File: src/rtl/pil_pkg.sv
package pil_pkg;
    localparam int INSTR_W  = 32;
    localparam int REG_W    = 5;
    localparam int PEND     = 3;             // execute, memory, writeback
    localparam int SLOTS    = PEND + 1;      // plus decode
    localparam logic [REG_W-1:0] LINK_REG = REG_W'(31);

    localparam logic [5:0] OP_RTYPE = 6'h00;
    localparam logic [5:0] OP_BZ    = 6'h04;
    localparam logic [5:0] OP_J     = 6'h02;
    localparam logic [5:0] OP_JAL   = 6'h03;
    localparam logic [5:0] OP_LW    = 6'h23;
    localparam logic [5:0] OP_SW    = 6'h2B;
    localparam logic [5:0] FN_JR    = 6'h08;
    localparam logic [5:0] FN_JALR  = 6'h09;

    typedef enum logic [3:0] {
        K_NONE, K_ALU, K_ALUI, K_LW, K_SW, K_BZ, K_J, K_JAL, K_JR, K_JALR
    } op_kind_e;

    typedef struct packed {
        logic [REG_W-1:0] dst;
        logic             wr;
        logic [REG_W-1:0] src1;
        logic             rd1;
        logic [REG_W-1:0] src2;
        logic             rd2;
    } reg_use_t;

    function automatic op_kind_e classify(input logic [INSTR_W-1:0] w);
        logic [5:0] op;
        logic [5:0] fn;
        op = w[31:26];
        fn = w[5:0];
        if (op == OP_RTYPE) begin
            if (fn == FN_JR)        return K_JR;
            else if (fn == FN_JALR) return K_JALR;
            else                    return K_ALU;
        end
        if (op[5:3] == 3'b001)     return K_ALUI;
        case (op)
            OP_LW:   return K_LW;
            OP_SW:   return K_SW;
            OP_BZ:   return K_BZ;
            OP_J:    return K_J;
            OP_JAL:  return K_JAL;
            default: return K_NONE;
        endcase
    endfunction
endpackage

File: src/rtl/pil_decode.sv
module pil_decode
    import pil_pkg::*;
(
    input  logic [INSTR_W-1:0] instr,
    input  logic               valid,
    output reg_use_t           use_o
);
    op_kind_e kind;

    always_comb begin
        kind        = classify(instr);
        use_o       = '0;
        use_o.src1  = instr[25:21];
        use_o.src2  = instr[20:16];
        case (kind)
            K_ALU: begin
                use_o.dst = instr[15:11];
                use_o.wr  = (instr[15:11] != '0);
                use_o.rd1 = 1'b1;
                use_o.rd2 = 1'b1;
            end
            K_ALUI, K_LW: begin
                use_o.dst = instr[20:16];
                use_o.wr  = (instr[20:16] != '0);
                use_o.rd1 = 1'b1;
            end
            K_SW: begin
                use_o.rd1 = 1'b1;
                use_o.rd2 = 1'b1;
            end
            K_BZ, K_JR: use_o.rd1 = 1'b1;
            K_JALR: begin
                use_o.dst = LINK_REG;
                use_o.wr  = 1'b1;
                use_o.rd1 = 1'b1;
            end
            K_JAL: begin
                use_o.dst = LINK_REG;
                use_o.wr  = 1'b1;
            end
            default: ;
        endcase
        if (!valid) begin
            use_o.wr  = 1'b0;
            use_o.rd1 = 1'b0;
            use_o.rd2 = 1'b0;
        end
    end

    // a register-0 write is never flagged
    always_comb begin
        if (use_o.wr) p_no_r0_write_r3: assert (use_o.dst != '0);
    end
endmodule

File: src/rtl/pil_stall.sv
module pil_stall
    import pil_pkg::*;
#(
    parameter int N_PEND = PEND
) (
    input  reg_use_t dec_use,
    input  reg_use_t pend_use [N_PEND],
    output logic     stall
);
    logic [N_PEND-1:0] hit1;
    logic [N_PEND-1:0] hit2;

    for (genvar i = 0; i < N_PEND; i++) begin : g_cmp
        assign hit1[i] = pend_use[i].wr && (pend_use[i].dst == dec_use.src1);
        assign hit2[i] = pend_use[i].wr && (pend_use[i].dst == dec_use.src2);
    end

    assign stall = ((|hit1) && dec_use.rd1) || ((|hit2) && dec_use.rd2);

    // a stall always comes from a source the decode instruction reads
    always_comb begin
        if (stall) p_stall_has_reader_r6: assert (dec_use.rd1 || dec_use.rd2);
    end
endmodule

File: src/rtl/pil_pipe.sv
module pil_pipe
    import pil_pkg::*;
(
    input  logic                            clk,
    input  logic                            rst,
    input  logic [INSTR_W-1:0]              fetch_instr,
    input  logic                            fetch_valid,
    input  logic                            stall,
    output logic [SLOTS-1:0][INSTR_W-1:0]   slot_instr,
    output logic [SLOTS-1:0]                slot_vld
);
    always_ff @(posedge clk) begin
        if (rst) begin
            slot_vld   <= '0;
            slot_instr <= '0;
        end else begin
            for (int s = 2; s < SLOTS; s++) begin
                slot_instr[s] <= slot_instr[s-1];
                slot_vld[s]   <= slot_vld[s-1];
            end
            if (stall) begin
                slot_instr[1] <= '0;
                slot_vld[1]   <= 1'b0;
            end else begin
                slot_instr[1] <= slot_instr[0];
                slot_vld[1]   <= slot_vld[0];
                slot_instr[0] <= fetch_instr;
                slot_vld[0]   <= fetch_valid;
            end
        end
    end

    p_bubble_r7: assert property (@(posedge clk) disable iff (rst)
        stall |=> !slot_vld[1]);
    p_hold_r7: assert property (@(posedge clk) disable iff (rst)
        stall |=> ($stable(slot_instr[0]) && slot_vld[0]));
    p_drain_r7: assert property (@(posedge clk) disable iff (rst)
        slot_vld[2] |=> slot_vld[3]);
    p_no_stall_empty_r8: assert property (@(posedge clk) disable iff (rst)
        !slot_vld[0] |-> !stall);
endmodule

File: src/rtl/pil_interlock.sv
module pil_interlock
    import pil_pkg::*;
(
    input  logic                clk,
    input  logic                rst,
    input  logic [31:0]         fetch_instr,
    input  logic                fetch_valid,
    output logic                stall,
    output logic [31:0]         ex_instr,
    output logic                ex_valid
);
    logic [SLOTS-1:0][INSTR_W-1:0] slot_instr;
    logic [SLOTS-1:0]              slot_vld;
    reg_use_t                      uses [SLOTS];
    reg_use_t                      pend [PEND];

    pil_pipe u_pipe (
        .clk         (clk),
        .rst         (rst),
        .fetch_instr (fetch_instr),
        .fetch_valid (fetch_valid),
        .stall       (stall),
        .slot_instr  (slot_instr),
        .slot_vld    (slot_vld)
    );

    for (genvar s = 0; s < SLOTS; s++) begin : g_dec
        pil_decode u_dec (
            .instr (slot_instr[s]),
            .valid (slot_vld[s]),
            .use_o (uses[s])
        );
    end

    for (genvar p = 0; p < PEND; p++) begin : g_pend
        assign pend[p] = uses[p+1];
    end

    pil_stall #(.N_PEND(PEND)) u_stall (
        .dec_use  (uses[0]),
        .pend_use (pend),
        .stall    (stall)
    );

    assign ex_instr = slot_instr[1];
    assign ex_valid = slot_vld[1];
endmodule

File: config.mk
export PLATFORM = sky130hd
export DESIGN_NAME = pil_interlock
export DESIGN_NICKNAME = d
export VERILOG_FILES = /design/src/rtl/pil_pkg.sv /design/src/rtl/pil_decode.sv /design/src/rtl/pil_stall.sv /design/src/rtl/pil_pipe.sv /design/src/rtl/pil_interlock.sv
export SDC_FILE = /design/constraint.sdc
export NUM_CORES = 1
export LEC_CHECK = 0
export CAP_MARGIN = 10
export CORE_ASPECT_RATIO = 0.6
export CORE_MARGIN = 5
export CORE_UTILIZATION = 40
export DETAILED_ROUTE_END_ITERATION = 10
export GPL_ROUTABILITY_DRIVEN = 0
export GPL_TIMING_DRIVEN = 1
export PLACE_DENSITY = 0.71
export SLEW_MARGIN = 20
export SYNTH_ARGS = -nofsm -noshare
export SYNTH_HDL_FRONTEND = slang
export SYNTH_SLANG_ARGS = --single-unit
export TNS_END_PERCENT = 20
File: constraint.sdc
create_clock -name clk -period 8.55 [get_ports clk]
set_clock_uncertainty 0.05 [all_clocks]
set_input_delay 1.71 -clock clk [delete_from_list [all_inputs] [get_ports clk]]
set_output_delay 1.71 -clock clk [all_outputs]
set_load 0.005 [all_outputs]
==> impl_metrics.tcl <==
set metrics [dict create \
    die_width_um 162 \
    grt_setup_unrepaired "false" \
    start_kind "flop" \
    cp-end-kind "primary output" \
    clk_pin_slew_ns 0.07 \
    grt_max_degree 144 \
    tritoncts "yes" \
    die_y_um 101 \
    power.switching_uw 270 \
    min_path_type "flop to flop" \
    die-area_um2 16400 \
    post-place-ws_ns 3.12 \
    n_antenna_cell 0 \
    arrival_ns 3.89 \
    synth_top_family_by_area "simple AND/OR/NAND/NOR gates" \
    final-max-slew-violation-count 0 \
    synthSimpleGateAreaFrac_pct 33.5 \
    final_cells 816 \
    fin_tns_setup_ns 0 \
    fin_util_pct 48.3 \
    ys_ff_latch 112 \
    cts_hold_buf 0 \
    drv_cap 0 \
    crit_required_ns 6.79 \
    synth_top_area_share_pct 40.5 \
    drive_gt1_share_pct 5.93 \
    nFillCells 1288 \
    yosys.area.top_type "dfxtp_1" \
    totalPowerFinal_mw 1.14 \
    crit_type "flop to primary output" \
    ys_top_cells_by_area "dfxtp_1 40%, nand2b_1 7.7%, mux2i_1 5.6%, nor3b_1 5.4%, nor2b_1 5.3%" \
    clkSinkCount 112 \
    muxShareOfSynthArea_pct 5.60 \
    rows 33 \
    synth_area_um2 5540 \
    relSlewSlack_pct 33.1 \
    antenna_found_initial 0 \
    synth_fa_ha_area_share_pct 0 \
    sw_frac_of_total_pct 23.7 \
    via_per_inst 5.60 \
    firstDrtPassIters 5 \
    port_buffers 68 \
    synth-compound-area-share_pct 14.4 \
    gr-total-overflow 0 \
    cp-startpoint "u_pipe.slot_instr[124]" \
    wirelength_um 14300 \
    clockPowerShare_pct 39.3 \
    synthFlopType "dfxtp_1" \
    cts_resized 0 \
    post-dp-hpwl_um 10300 \
    critPathSlowestCell "or4_1" \
    hold_start "u_pipe.slot_instr[8]" \
    leakage_nw 2.53 \
    vdd_drop_max_v 0.0000975 \
    synth_area_per_cell_um2 9.30 \
    r2r-start "u_pipe.slot_instr[61]" \
    yosysWarnings 0 \
    worstRegToRegCells 9 \
    drcViolationCount 0 \
    cts_setup_buffers 0 \
    syn_nets 631 \
    worst_slack_ns 2.90 \
    synth_xor_area_share_pct 1.90 \
    run_status "finished, final reports clean" \
    grt_pass1_wl_um 23300 \
    yosys.cell_count.top_type "dfxtp_1" \
    combPwrFrac_pct 10.7 \
    max_stage_delay_ns 0.53 \
    ioPinCount 69 \
    timing.fmax_mhz 177 \
    yosysSeqAreaShare_pct 40.5 \
    finalCritPeriodShare_pct 66.1 \
    synth_edf_count 0 \
    synth_cells 596 \
    grt_pass1_vias 4584 \
    start_util_pct 40.7 \
    ant_nets 0 \
    whs_path_depth 2 \
    initialDrtViolationCount 314 \
    synth-async-reset-ratio_pct 0 \
    p_int_uw 867 \
    num_vias 4566 \
    syn2layout_area_growth_pct 18.7 \
    clock-root-buffer "clkbuf_16" \
    cts_buffers 9 \
    clockBufferDepth 2 \
    post-route-min-period_ns 5.65 \
    clk_latency_ns 0.35 \
    grt.total_usage_pct 17.6 \
    worst_pin_slew_ns 1.00 \
    setup_violations 0 \
    hold_viol_final 0 \
    synth_cell_type_count 65 \
    p_per_area_nw_per_um2 173 \
    nNetsFinal 671 \
    synth_common_cells "112 x dfxtp_1, 68 x nand2b_1, 47 x nor2b_1, 40 x nor3b_1, 31 x mux2i_1" \
    wire_per_inst_um 17.5 \
    cts_htree_levels 3 \
    core_area_um2 13600 \
    crit_chain "and3b_1, a311oi_1, nand2_1, and2_1, o21ai_0, a211oi_1, a22oi_1, nand2_1, or4_1, clkdlybuf4s50_1" \
    path_common_cell "nand2_1" \
    cp_max_fo 15 \
    dpl.cell_count 800 \
    p_seq_share_pct 50.0 \
]
-- power by group through the flow --
stage / combinational (mW) / sequential [mW] / clock, mW
2_1_floorplan: 0.0848 / 0.565 / 0
3_3_place_gp: 0.115 / 0.579 / 0
3_5_place_dp: 0.120 / 0.580 / 0
4_1_cts: 0.121 / 0.568 / 0.457
5_1_grt: 0.133 / 0.571 / 0.477
6_report: 0.122 / 0.569 / 0.447
-- cell usage in the layout, fill, tap and decap left out, types with 6 or more instances in the layout --
cell / count
inv_1: 6
nor4_1: 10
a32o_1: 15
dfxtp_1: 112
xor2_1: 9
nor3b_1: 40
nand2_1: 16
nor3_1: 17
a211oi_1: 12
mux2i_1: 31
nand2b_1: 68
or3_1: 11
nor2_1: 28
clkdlybuf4s50_1: 67
and3_1: 7
clkbuf_16: 9
o21ai_0: 15
nor2b_1: 47
a21oi_1: 17
and2_1: 10
-- registers in the layout, indices dropped and copies added (netlist names) --
name and cells:
u_pipe.slot_vld 4, u_pipe.slot_instr 108
-- final timing paths --
path                                to  slack, ns
setup reg to reg  u_pipe.slot_instr[6]       4.44
hold / removal    u_pipe.slot_instr[8]       0.42
setup / recovery                 stall       2.90
hold reg to reg   u_pipe.slot_instr[8]       0.42
-- cells by family after synthesis --
family	Yosys count
compound gates	103
buf+inv	46
flops	112
mux	31
xor+xnor	12
simple gates	292
-- through the flow --
step           hold WS, ns  instance area, µm²
2_1_floorplan        0.379                5540
3_3_place_gp         0.404                6240
3_5_place_dp         0.416                6240
4_1_cts              0.426                6570
5_1_grt              0.443                6580
6_report             0.422                6580
-- worst max-delay path: cells and delay by family, from the launching register on --
family	cells	cell delay, ns
buffers and inverters	1	0.46
AOI/OAI and AO/OA	4	1.16
DFF	1	0.40
and+or+nand+nor	5	1.53
-- area by class of cell --
class | count | area [µm²] | area share, %
Multi-Input combinational cell | 438 | 3080 | 46.8
Sequential cell | 112 | 2240 | 34.1
Timing Repair Buffer | 69 | 689 | 10.5
Clock buffer | 13 | 280 | 4.26
Tap cell | 175 | 219 | 3.33
Clock inverter | 3 | 47.5 | 0.723
Inverter | 6 | 22.5 | 0.342
-- metal layers --
metal | part of all wire (%) | vias to the layer above | track usage, %
met2 | 46 | 145 | 28.7
met1 | 46 | 2180 | 22.6
met3 | 7.4 | 15 | 6.10
li1 | - | 2226 | -
met5 | 0 | - | 0
met4 | 0.99 | 0 | 4.68
No activity file was read; power rests on OpenSTA's default activity.
